--- config.mk ---
export PLATFORM = sky130hd
export DESIGN_NAME = cfc_regs
export DESIGN_NICKNAME = d
export VERILOG_FILES = /design/src/rtl/cfc_pkg.sv /design/src/rtl/cfc_regs.sv
export SDC_FILE = /design/constraint.sdc
export NUM_CORES = 1
export LEC_CHECK = 0
export ABC_AREA = 1
export BUFFER_PORTS_ARGS = -buffer_cell sky130_fd_sc_hd__buf_2
export CAP_MARGIN = 10
export CORE_UTILIZATION = 25
export CTS_BUF_LIST = sky130_fd_sc_hd__clkbuf_4
export DETAILED_ROUTE_END_ITERATION = 16
export HOLD_SLACK_MARGIN = 0.05
export PLACE_DENSITY_LB_ADDON = 0.2
export SETUP_SLACK_MARGIN = 0.4
export SLEW_MARGIN = 0
export SYNTH_ARGS = -nofsm -noshare
export SYNTH_HDL_FRONTEND = slang
export SYNTH_SLANG_ARGS = --single-unit
--- constraint.sdc ---
create_clock -name clk_i -period 4.33 [get_ports clk_i]
set_input_delay 0.433 -clock clk_i [delete_from_list [all_inputs] [get_ports clk_i]]
set_output_delay 0.433 -clock clk_i [all_outputs]
set_load 0.01 [all_outputs]
--- src/rtl/cfc_pkg.sv ---
package cfc_pkg;

    localparam int unsigned NUM_CH    = 5;
    localparam int unsigned THR_W_MAX = 10;
    localparam int unsigned DATA_W    = 32;
    localparam int unsigned ADDR_W    = 3;
    localparam int unsigned FIELD_LSB = 4;

    localparam logic [ADDR_W-1:0] ADDR_LOCK      = 3'd0;
    localparam int unsigned       ADDR_CTRL_BASE = 1;
    localparam logic [ADDR_W-1:0] ADDR_ERR       = 3'd6;

    typedef enum logic [1:0] {
        CH_OFF   = 2'd0,
        CH_COUNT = 2'd1,
        CH_EVAL  = 2'd2
    } ch_state_e;

    // Bound field width per channel: io, io_div2, io_div4, main, usb
    function automatic int unsigned thr_width(input int unsigned ch);
        case (ch)
            0:       return 10;
            1:       return 9;
            2:       return 8;
            3:       return 10;
            default: return 9;
        endcase
    endfunction

    function automatic int unsigned hi_reset(input int unsigned ch);
        case (ch)
            0:       return 490;
            1:       return 250;
            2:       return 130;
            3:       return 510;
            default: return 250;
        endcase
    endfunction

    function automatic int unsigned lo_reset(input int unsigned ch);
        case (ch)
            0:       return 470;
            1:       return 230;
            2:       return 110;
            3:       return 490;
            default: return 230;
        endcase
    endfunction

endpackage

--- src/rtl/cfc_regs.sv ---
module cfc_regs
    import cfc_pkg::*;
(
    input  logic                                clk_i,
    input  logic                                rst_ni,
    input  logic                                wr_en_i,
    input  logic [ADDR_W-1:0]                   wr_addr_i,
    input  logic [DATA_W-1:0]                   wr_data_i,
    input  logic [ADDR_W-1:0]                   rd_addr_i,
    input  logic [NUM_CH-1:0]                   err_set_i,
    output logic [DATA_W-1:0]                   rd_data_o,
    output logic [NUM_CH-1:0]                   run_o,
    output logic [NUM_CH-1:0][THR_W_MAX-1:0]    hi_o,
    output logic [NUM_CH-1:0][THR_W_MAX-1:0]    lo_o,
    output logic                                lock_o,
    output logic [NUM_CH-1:0]                   err_o,
    output logic                                alert_o
);

    logic                            lock_q;
    logic [NUM_CH-1:0]               err_q;
    logic                            alert_q;
    logic [NUM_CH-1:0]               err_clr;
    logic [NUM_CH-1:0][DATA_W-1:0]   ctrl_word;
    logic                            unused_wdata;

    assign unused_wdata = ^wr_data_i[DATA_W-1:FIELD_LSB+2*THR_W_MAX];

    // Clear-only lock
    always_ff @(posedge clk_i or negedge rst_ni) begin
        if (!rst_ni) begin
            lock_q <= 1'b1;
        end else if (wr_en_i && (wr_addr_i == ADDR_LOCK) && !wr_data_i[0]) begin
            lock_q <= 1'b0;
        end
    end

    // Per-channel control words
    for (genvar ch = 0; ch < NUM_CH; ch++) begin : g_ctrl
        localparam int unsigned    W      = thr_width(ch);
        localparam logic [W-1:0]   HI_RST = W'(hi_reset(ch));
        localparam logic [W-1:0]   LO_RST = W'(lo_reset(ch));
        localparam logic [ADDR_W-1:0] MY_ADDR = ADDR_W'(ADDR_CTRL_BASE + ch);

        logic         run_q;
        logic [W-1:0] hi_q;
        logic [W-1:0] lo_q;
        logic         hit;

        assign hit = wr_en_i && lock_q && (wr_addr_i == MY_ADDR);

        always_ff @(posedge clk_i or negedge rst_ni) begin
            if (!rst_ni) begin
                run_q <= 1'b0;
                hi_q  <= HI_RST;
                lo_q  <= LO_RST;
            end else if (hit) begin
                run_q <= wr_data_i[0];
                hi_q  <= wr_data_i[FIELD_LSB +: W];
                lo_q  <= wr_data_i[FIELD_LSB+W +: W];
            end
        end

        assign run_o[ch]     = run_q;
        assign hi_o[ch]      = THR_W_MAX'(hi_q);
        assign lo_o[ch]      = THR_W_MAX'(lo_q);
        assign ctrl_word[ch] = DATA_W'(run_q)
                             | (DATA_W'(hi_q) << FIELD_LSB)
                             | (DATA_W'(lo_q) << (FIELD_LSB + W));
    end

    // Sticky error word, set wins over clear
    assign err_clr = (wr_en_i && (wr_addr_i == ADDR_ERR)) ? wr_data_i[NUM_CH-1:0] : '0;

    always_ff @(posedge clk_i or negedge rst_ni) begin
        if (!rst_ni) begin
            err_q   <= '0;
            alert_q <= 1'b0;
        end else begin
            err_q   <= (err_q & ~err_clr) | err_set_i;
            alert_q <= |err_set_i;
        end
    end

    // Read mux
    always_comb begin
        rd_data_o = '0;
        if (rd_addr_i == ADDR_LOCK) begin
            rd_data_o = DATA_W'(lock_q);
        end else if (rd_addr_i == ADDR_ERR) begin
            rd_data_o = DATA_W'(err_q);
        end else begin
            for (int ch = 0; ch < NUM_CH; ch++) begin
                if (rd_addr_i == ADDR_W'(ADDR_CTRL_BASE + ch)) begin
                    rd_data_o = ctrl_word[ch];
                end
            end
        end
    end

    assign lock_o  = lock_q;
    assign err_o   = err_q;
    assign alert_o = alert_q;

endmodule

Word-level counts from Yosys, hierarchy flattened
Index checks and enable logic that the tools add are counted.
{"block": "totals", "elab_cells": 64, "in_bits": 46, "regBits": 104}
{"block": "op_classes", "n_mux": 8, "n_bitwise": 13, "reduce_logical": 13, "n_eq_ne": 12}
{"op": "32-bit two-way mux", "count": 6}
{"op": "14-bit by 24-bit bitwise OR with 24-bit output", "count": 2}
{"op": "13-bit by 22-bit bitwise OR with 22-bit output", "count": 2}
{"op": "1-bit by 14-bit bitwise OR with 14-bit output", "count": 2}
{"op": "1-bit by 13-bit bitwise OR with 13-bit output", "count": 2}
{"op": "24-bit two-way mux", "count": 1}
{"op": "12-bit by 20-bit bitwise OR with 20-bit output", "count": 1}
{"op": "3-bit equality test, second input constant", "count": 6}
{"op": "3-bit by 2-bit equality test with 1-bit output, second input constant", "count": 4}
{"op": "1-bit by 12-bit bitwise OR with 12-bit output", "count": 1}
{"op": "1-bit logical AND", "count": 9}
{"op": "3-bit by 1-bit equality test with 1-bit output, second input constant", "count": 2}
{"op": "3-bit logical NOT", "count": 2}
{"op": "5-bit bitwise AND", "count": 1}
{"op": "5-bit two-way mux", "count": 1}
{"op": "5-bit NOT", "count": 1}
{"op": "5-bit bitwise OR", "count": 1}
{"op": "5-bit OR reduction", "count": 1}
{"op": "1-bit logical NOT", "count": 1}

Logic depth before layout (Yosys ltp)
Gate-level depths: netlist of run 1.
{"block": "depth", "word_depth": 9, "ltp_mapped": 9}

Worst setup path before layout of run 1
No wires, ideal clock.
{"block": "synth_timing", "kind": "input-to-output", "start": "input port rd_addr_i[2]", "end": "output port rd_data_o[12]", "setup_slack_ns": 2.494, "t_arrival_ns": 1.403, "cell_stages": 7, "path_cell_list": "buf_4 > nor3_4 > buf_6 > nand2_1 > nand2_1 > o21ai_1 > a21oi_1"}
{"block": "synth_via", "elab_chain_len": 8}
{"element": "start, declared", "line_no": "cfc_regs.sv:9", "source": "input logic [ADDR_W-1:0] rd_addr_i,"}
{"element": "3-bit by 1-bit equality test with 1-bit output", "line_no": "cfc_regs.sv:94", "source": "if (rd_addr_i == ADDR_W'(ADDR_CTRL_BASE + ch)) begin"}
{"element": "24-bit two-way mux", "line_no": "cfc_regs.sv:94"}
{"element": "32-bit two-way mux (4 in a row)", "line_no": "cfc_regs.sv:94"}
{"element": "32-bit two-way mux", "line_no": "cfc_regs.sv:90", "source": "end else if (rd_addr_i == ADDR_ERR) begin"}
{"element": "32-bit two-way mux *", "line_no": "cfc_regs.sv:88", "source": "if (rd_addr_i == ADDR_LOCK) begin"}
{"element": "end, declared", "line_no": "cfc_regs.sv:11", "source": "output logic [DATA_W-1:0] rd_data_o,"}
Mark *: on every way between the ends. The rest lies on a longest branch, timed or not.

Final worst setup path of run 1
{"block": "layout_timing", "start": "input port rd_addr_i[1]", "end": "output port rd_data_o[4]"}
Same word-level chain as after synthesis.

==> flow_summary.json, run 1 <==
{
  "setup.worst_path.end_class": "output port",
  "yosys_warnings": 0,
  "synth_cells": 579,
  "instances_no_fill": 994,
  "worstHoldEndpoint": "err_o[1]",
  "antenna_cells": 0,
  "drt_iter0_drc": 212,
  "ys_seq_area_share_pct": 55.0,
  "grt_pass1_wl_um": 24000,
  "viasPerCell": 4.35,
  "crit_family": "simple AND/OR/NAND/NOR gates",
  "wl_per_cell_um": 15.4,
  "worstReg2RegEnd": "g_ctrl[0].lo_q[2]",
  "cp_slowest_cell": "nand3_2",
  "setup_viol": 0,
  "leakage_uw": 0.00303,
  "cts_tree": "built",
  "ant_nets": 0,
  "synth_edf_count": 0,
  "relSlewSlack_pct": 38.8,
  "worstHoldPathCells": 3,
  "initial_core_util_pct": 25.7,
  "drive_gt1_share_pct": 34.9,
  "power_density_nw_per_um2": 275,
  "cp-startpoint": "rd_addr_i[1]",
  "cp_common_cell": "nand2_1",
  "path_clk_slew_ns": 0.16,
  "chipWidth_um": 141,
  "hold_ws_ns": 0.146,
  "netlist.area_leader.share_pct": 30.3,
  "critical_path_class": "in2out",
  "numCtsBuffers": 9,
  "crit_buf_inv": 2,
  "hold_viol_final": 0,
  "drc": 0,
  "status": "finished clean",
  "final.period_utilization_pct": 63.5,
  "synth_flop_cell": "dfstp_2",
  "drt-pass1-iter-count": 4,
  "detailed_place_hpwl_um": 10400,
  "ir_worst_vdd_mv": 0.108,
  "synth_largest_area_cell": "dfstp_2",
  "cts.sinks": 104,
  "p_seq_share_pct": 59.4,
  "critPathMaxStageDelay_ns": 0.54,
  "gr-usage-all-layers_pct": 15.9,
  "ioPinCount": 190,
  "cap_violations": 0,
  "design.die.area_um2": 20000,
  "fin_skew_ns": 0.0214,
  "vias": 4325,
  "gp_congestion": 0.720,
  "synth_area_um2": 4860,
  "fmax_mhz": 364,
  "swShare_pct": 26.4,
  "tightest_slew_ns": 0.915,
  "dieHeight_um": 141,
  "core_um2": 18900,
  "setup_tns_ns": 0,
  "r2r_start": "lock_o",
  "cp_cell_sequence": "buf_2, nand3_2, nand2_1, nor2_1, nand2_1, nand2_1, a21oi_1, buf_2",
  "nFillCells": 2082,
  "antenna_found_initial": 0,
  "async_flop_share_pct": 100,
  "hold_class": "in2reg",
  "grt_max_degree": 46,
  "areaGrowthSynthToFinish_pct": 22.9,
  "cts_setup_buffers": 0,
  "num_rows": 50,
  "dp.cells": 977,
  "hp-start": "err_set_i[1]",
  "combPwrFrac_pct": 8.7,
  "io_buffers": 165,
  "cts_resized": 0,
  "avgSynthCellArea_um2": 8.39,
  "clkPwrFrac_pct": 31.9,
  "timing.final.max_slew_violations": 0,
  "synth_cell_types": 27,
  "p_int_uw": 1210,
  "detail_route.wirelength_um": 15300,
  "p_switching_uw": 434,
  "synth.most_common_cell": "nand2_1",
  "rrSetupSlack_ns": 2.84,
  "rr_worst_depth": 5,
  "crit_path_start_kind": "input port",
  "nets": 775,
  "ys_ff_latch": 104,
  "synth_commonest_cells": "nand2_1 (164), o21ai_0 (118), dfstp_2 (56), dfrtp_1 (48), inv_1 (44)",
  "clock_tree.root_cell": "clkbuf_4",
  "cp_max_fo": 19,
  "clk_latency_ns": 0.47,
  "grt_pass1_vias": 4140,
  "synth.area.top_cells": "dfstp_2 (30%), dfrtp_1 (25%), nand2_1 (13%), o21ai_0 (12%), buf_4 (3.4%)",
  "clock_path_buffers": 2,
  "arrival_ns": 2.32,
  "rsz0062_at_grt": "no",
  "h-tree-depth": 3,
  "period_needed_ns": 2.75,
  "cp_data_required_time_ns": 3.90,
  "grt_overflow_total": 0
}
## timing repair
item | 4_1_cts | 5_1_grt
hold buffers | 1 | 0
endpoints found under the hold margin | 16 | 0
endpoints found under the setup margin | 0 | 0
## cell usage in the layout (no fill, tap or decap), drive strengths merged, types with 12 or more instances in the layout
| cell type | n |
|---|---|
| inv | 48 |
| conb | 16 |
| o21ai | 129 |
| dfrtp | 48 |
| nand2 | 166 |
| buf | 173 |
| clkbuf | 12 |
| a21oi | 23 |
| dfstp | 56 |
| nand3 | 13 |
| nor2 | 32 |
## routing by layer
layer	up-vias	GRT usage, %	part of all wire (%)
li1	2141	-	-
met5	-	0	0
met4	0	4.98	1.1
met1	2038	21.5	48
met2	136	26.0	46
met3	10	2.60	5.3
## worst reg2reg max path, cell delays in order (launching register included)
cell,delay (ns)
dfstp_2,0.60
nand2_1,0.07
nor2_1,0.16
nand2_1,0.07
buf_4,0.26
o21ai_0,0.23
## sequential cells by signal, indices dropped and copies added, names as in the netlist
name	cells
alert_o	1
err_o	5
g_ctrl.hi_q	46
g_ctrl.lo_q	46
g_ctrl.run_q	5
lock_o	1
## stage by stage
step	util (%)	setup slack, ns	area, um2	power, uW
4_1_cts	31.6	1.52	5970	1680
3_5_place_dp	30.8	1.53	5830	1140
2_1_floorplan	-	2.49	4910	1070
6_report	31.6	1.58	5970	1640
3_3_place_gp	30.8	1.49	5830	1140
5_1_grt	31.6	1.38	5970	1720
## layout make-up
class,count,area [um2],area share [%]
clock buffers,12,90.1,1.51
well taps,260,325,5.45
flip-flops and latches,104,2670,44.8
inverters,48,183,3.06
repair buffers,174,898,15.0
clock inverters,4,45.0,0.754
multi-input cells,392,1760,29.4
## worst max path at each step
stage | end | slack, ns | cells past startpoint
after floorplan | rd_data_o[12] | 2.49 | 7
after global placement | rd_data_o[4] | 1.49 | 8
after detailed placement | rd_data_o[4] | 1.53 | 8
after CTS | rd_data_o[4] | 1.52 | 8
after global routing | rd_data_o[4] | 1.38 | 8
final | rd_data_o[4] | 1.58 | 8
## power by group through the flow
stage | clock (uW) | combinational (uW) | sequential [uW]
global route | 581 | 163 | 977
floorplan | 0 | 81.3 | 993
global placement | 0 | 146 | 992
finish | 523 | 143 | 977
detailed placement | 0 | 146 | 992
CTS | 553 | 147 | 977
## cell families (layout without fill, tap and decap cells)
group / count (synthesis) / in the layout / share of synthesized area, %
and+or+nand+nor: 217 / 217 / 18.0
AOI/OAI and AO/OA: 159 / 159 / 16.9
buffers and inverters: 98 / 238 / 9.99
other: 1 / 16 / 0.0772
DFF: 104 / 104 / 55.0
Note: power is estimated with default switching activity, not from simulation.
==> run 2: changes to the inputs <==
Settings changed: ABC_AREA 1 to 0.
Clock period 4.33 ns to 2.5 ns, I/O delays scaled along.
==> flow_summary.json, run 2 <==
{
  "gp_congestion": 0.747,
  "rrSetupSlack_ns": 0.54,
  "netlist.area_leader.share_pct": 27.5,
  "routed.top_layer": "met4",
  "dp.cells": 862,
  "chipWidth_um": 148,
  "regArea_um2": 2670,
  "synthAdderAreaFrac_pct": 0,
  "clock_path_buffers": 2,
  "grt_max_degree": 58,
  "status": "finished clean",
  "drt-pass1-iter-count": 4,
  "cp_max_fo": 3,
  "synthSimpleGateAreaFrac_pct": 8.94,
  "h-tree-depth": 3,
  "cap_violations": 0,
  "cts_tree": "built",
  "synth_commonest_cells": "mux2_2 (98), dfstp_2 (56), dfrtp_1 (48), o21ai_0 (28)",
  "hold_viol_final": 0,
  "path_clk_slew_ns": 0.16,
  "async_flop_share_pct": 100,
  "viasPerCell": 4.66,
  "period_needed_ns": 2.01,
  "nets": 681,
  "clock_tree.root_cell": "clkbuf_4",
  "synth_cell_types": 46,
  "setup_viol": 0,
  "layout_common_cells": "buf_2 (162), mux2_2 (97), dfstp_2 (56)",
  "synth_cells": 441,
  "wl_per_cell_um": 18.1,
  "synth.most_common_cell": "mux2_2",
  "synth_largest_area_cell": "dfstp_2",
  "ant_nets": 0,
  "synth_edf_count": 0,
  "core_um2": 21000,
  "clk_latency_ns": 0.48,
  "synth.area.top_cells": "dfstp_2 (27%), dfrtp_1 (22%), mux2_2 (21%), buf_4 (2.9%), mux2_4 (2.8%)",
  "drc": 0,
  "grt_pass1_vias": 4280,
  "dieHeight_um": 148,
  "drt_iter0_drc": 165,
  "synth_flop_cell": "dfstp_2",
  "crit_path_start_kind": "register",
  "hold_class": "in2reg",
  "critical_path_class": "reg2out",
  "design.die.area_um2": 22000,
  "synth_area_um2": 5360,
  "grt_overflow_total": 0,
  "met1_length_um": 7360,
  "arrival_ns": 1.76,
  "yosys_warnings": 0,
  "grt_pass1_wl_um": 25100,
  "rsz0062_at_grt": "yes",
  "io_buffers": 165,
  "gr-usage-all-layers_pct": 15.2,
  "timing.final.max_slew_violations": 0,
  "nFillCells": 2152,
  "final_common_cell": "buf_2",
  "areaGrowthSynthToFinish_pct": 31.0,
  "power_density_nw_per_um2": 445,
  "vias": 4265,
  "antenna_cells": 0,
  "avgSynthCellArea_um2": 12.2,
  "detail_route.wirelength_um": 16600,
  "final.period_utilization_pct": 80.5,
  "drive_gt1_share_pct": 59.2,
  "ys_ff_latch": 104,
  "leakage_uw": 0.00352,
  "ys_seq_area_share_pct": 49.9,
  "instances_no_fill": 915,
  "setup.worst_path.end_class": "output port",
  "hold_ws_ns": 0.0978,
  "synth.area.mux_share_pct": 23.8,
  "ir_worst_vdd_mv": 0.308,
  "dr_wl_met2_um": 7930,
  "reg_top3": "g_ctrl.hi_q: 46 flops, g_ctrl.lo_q: 46 flops",
  "num_rows": 53,
  "tightest_slew_ns": 0.647,
  "initial_core_util_pct": 25.5,
  "numCtsBuffers": 9,
  "cts.sinks": 104,
  "synth_top_family_by_area": "multiplexers",
  "fmax_mhz": 497,
  "multiInputGateArea_um2": 2430,
  "fin_skew_ns": 0.0123,
  "dr_wl_met3_um": 908,
  "setup_tns_ns": 0,
  "relSlewSlack_pct": 56.8,
  "ioPinCount": 190,
  "antenna_found_initial": 0,
  "synth_compound_area_share_pct": 11.1,
  "cp_data_required_time_ns": 2.25,
  "detailed_place_hpwl_um": 11400,
  "synth_xor_area_share_pct": 0,
  "fin_util_pct": 33.4
}
## run 2: path summary, 6_finish.rpt
| path | from | endpoint | cells after the start |
|---|---|---|---|
| worst max-delay path | g_ctrl[2].lo_q[4] | rd_data_o[16] | 4 |
| worst min-delay path | wr_addr_i[2] | lock_o | 2 |
| worst max register to register | lock_o | g_ctrl[2].hi_q[3] | 3 |
| worst min register to register | lock_o | lock_o | 1 |
| max in group asynchronous | rst_ni | g_ctrl[4].hi_q[5] | 3 |
| min in group asynchronous | rst_ni | g_ctrl[0].lo_q[9] | 2 |
## run 2: layout make-up
class	instances	area share [%]
repair buffers	221	19.4
multi-input cells	292	34.6
flip-flops and latches	104	38.1
clock inverters	7	1.71
well taps	275	4.90
inverters	7	0.374
clock buffers	9	0.962
## run 2: cells by family (layout without fill, tap and decap cells)
kind of cell | Yosys count | in the layout
mux | 110 | 110
other cells | 1 | 16
compound gates | 87 | 87
flops | 104 | 104
buf+inv | 60 | 244
simple gates | 79 | 79
## run 2: critical path, stage by stage, from the launching register on
cell and delay, ns:
dfrtp_1 0.43, mux2_2 0.27, a221o_1 0.29, and3_1 0.16
buf_2 0.14
## run 2: per-stage QoR
step	power, uW	cell area (um2)	setup WS (ns)
final	3130	7020	0.487
after detailed placement	2020	6460	0.384
after global routing	3280	7020	0.389
after floorplan	1870	5420	0.679
after CTS	3190	6980	0.408
after global placement	2010	6460	0.403
## run 2: repair_timing
action | CTS | global route
hold endpoints to repair | 122 | 0
pin swaps | 1 | 2
endpoints found under the setup margin | 6 | 5
setup buffers | 2 | 4
hold buffers | 31 | 0
gates resized for setup | 1 | 2
## run 2: layer usage
metal | vias up | track usage, %
met1 | 2138 | 19.0
met5 | - | 0
met3 | 21 | 3.04
met2 | 141 | 25.4
li1 | 1965 | -
met4 | 0 | 6.34
## run 2: where the power goes
part           switching, uW  leakage (uW)  internal, uW
Clock                    592     0.0000961           508
Sequential              1.32       0.00122          1690
Combinational            199       0.00220           136
Total                    792       0.00352          2330
==> run 3: changes to the inputs <==
Clock period 2.5 ns to 1.8 ns, I/O delays scaled along.
==> flow_summary.json, run 3 (synthesis gave the netlist of run 2 again) <==
{
  "grt_pass1_vias": 4782,
  "rr_worst_depth": 7,
  "tightest_slew_ns": 0.568,
  "relSlewSlack_pct": 62.1,
  "final_area_um2": 9100,
  "core_um2": 21000,
  "areaGrowthSynthToFinish_pct": 69.8,
  "rsz0062_at_grt": "yes",
  "arrival_ns": 1.77,
  "worst_slack_ns": -0.148,
  "dp.cells": 868,
  "wl_per_cell_um": 19.7,
  "drc": 0,
  "power_density_nw_per_um2": 482,
  "period_needed_ns": 1.95,
  "multiInputGateArea_um2": 2830,
  "grt_pass1_wl_um": 29400,
  "initial_core_util_pct": 25.5,
  "cp_data_required_time_ns": 1.62,
  "violations": "setup timing",
  "hp-start": "wr_en_i",
  "cts_tree": "built",
  "ant_nets": 0,
  "setup.worst_path.end_class": "output port",
  "drive_gt1_share_pct": 65.8,
  "setup_viol": 37,
  "chipWidth_um": 148,
  "regArea_um2": 2670,
  "final.period_utilization_pct": 108,
  "clock_path_buffers": 2,
  "ioPinCount": 190,
  "crit_path_start_kind": "register",
  "detailed_place_hpwl_um": 11400,
  "clock_tree.root_cell": "clkbuf_4",
  "critical_path_class": "reg2out",
  "design.die.area_um2": 22000,
  "dieHeight_um": 148,
  "timing.final.max_slew_violations": 0,
  "h-tree-depth": 3,
  "cts.sinks": 104,
  "nets": 766,
  "r2r_start": "lock_o",
  "viasPerCell": 4.66,
  "leakage_uw": 0.00431,
  "gr-usage-all-layers_pct": 18.1,
  "drt_iter0_drc": 206,
  "cp_max_fo": 3,
  "dp_worst_setup_slack_ns": 0.0522,
  "grt_overflow_total": 0,
  "worstReg2RegEnd": "g_ctrl[1].lo_q[1]",
  "status": "finished with violations",
  "grt_max_degree": 105,
  "hold_class": "in2reg",
  "worstHoldEndpoint": "lock_o",
  "cap_violations": 0,
  "layout_common_cells": "buf_6 (119), buf_2 (85), mux2_4 (84)",
  "final_common_cell": "buf_6",
  "clk_latency_ns": 0.48,
  "numCtsBuffers": 9,
  "ir_worst_vdd_mv": 0.310,
  "setup_tns_ns": -1.81,
  "io_buffers": 165,
  "antenna_found_initial": 1,
  "instances_no_fill": 1001,
  "worstHoldPathCells": 3,
  "reg_top3": "g_ctrl.hi_q: 46 flops, g_ctrl.lo_q: 46 flops",
  "vias": 4666,
  "drt-pass1-iter-count": 4,
  "fmax_mhz": 513,
  "path_clk_slew_ns": 0.16,
  "gp_congestion": 0.754,
  "hold_viol_final": 0,
  "num_rows": 53,
  "place_area_um2": 6610,
  "rrSetupSlack_ns": -0.05,
  "detail_route.wirelength_um": 19700,
  "nFillCells": 1964,
  "fin_skew_ns": 0.0151
}
run 3: power by group:
| group | switching, uW | internal [uW] | total [uW] |
|---|---|---|---|
| clock | 821 | 692 | 1510 |
| sequential | 1.48 | 2350 | 2350 |
| combinational | 300 | 229 | 529 |
| total | 1120 | 3270 | 4390 |
run 3: critical path, cell delays in order, from the launching register on:
cell     delay (ns)
dfrtp_1        0.42
mux2_4         0.27
a221o_1        0.31
and3_1         0.15
buf_2          0.14
run 3: worst max path at each step:
stage	start	end	slack (ns)	cells after the start
detailed placement	lock_o	g_ctrl[2].hi_q[2]	0.05	4
global route	g_ctrl[0].lo_q[5]	rd_data_o[19]	-0.25	4
finish	g_ctrl[0].lo_q[5]	rd_data_o[19]	-0.15	4
CTS	g_ctrl[0].lo_q[5]	rd_data_o[19]	-0.22	4
global placement	lock_o	g_ctrl[2].hi_q[3]	0.08	4
floorplan	lock_o	g_ctrl[2].hi_q[0]	-0.006	5
run 3: per-stage QoR:
| stage | hold WS (ns) | total power, uW | util (%) |
|---|---|---|---|
| 4_1_cts | 0.126 | 4440 | 41.3 |
| 3_5_place_dp | 0.306 | 2820 | 31.4 |
| 5_1_grt | 0.168 | 4590 | 43.3 |
| 3_3_place_gp | 0.296 | 2810 | 31.4 |
| 2_1_floorplan | -0.116 | 2610 | - |
| 6_report | 0.165 | 4390 | 43.3 |
run 3: layout make-up:
type / count / share of cell area (%)
well taps: 275 / 3.78
flip-flops and latches: 104 / 29.4
multi-input cells: 292 / 31.1
clock inverters: 7 / 1.21
clock buffers: 9 / 0.742
inverters: 7 / 0.289
repair buffers: 306 / 33.5
diodes: 1 / 0.0275
run 3: routing by layer:
metal	global-route usage [%]	wire length (um)	vias to the layer above
li1	-	-	2136
met1	24.1	9080	2362
met2	29.2	9430	150
met3	3.40	940	18
met4	6.13	293	0
met5	0	0	-
run 3: timing repair:
action | CTS | global route
gates cloned | 12 | 0
setup buffers | 44 | 26
setup endpoints to repair | 174 | 185
endpoints found under the hold margin | 152 | 0
pin swaps | 16 | 10
hold buffers | 34 | 0
gates resized for setup | 207 | 47
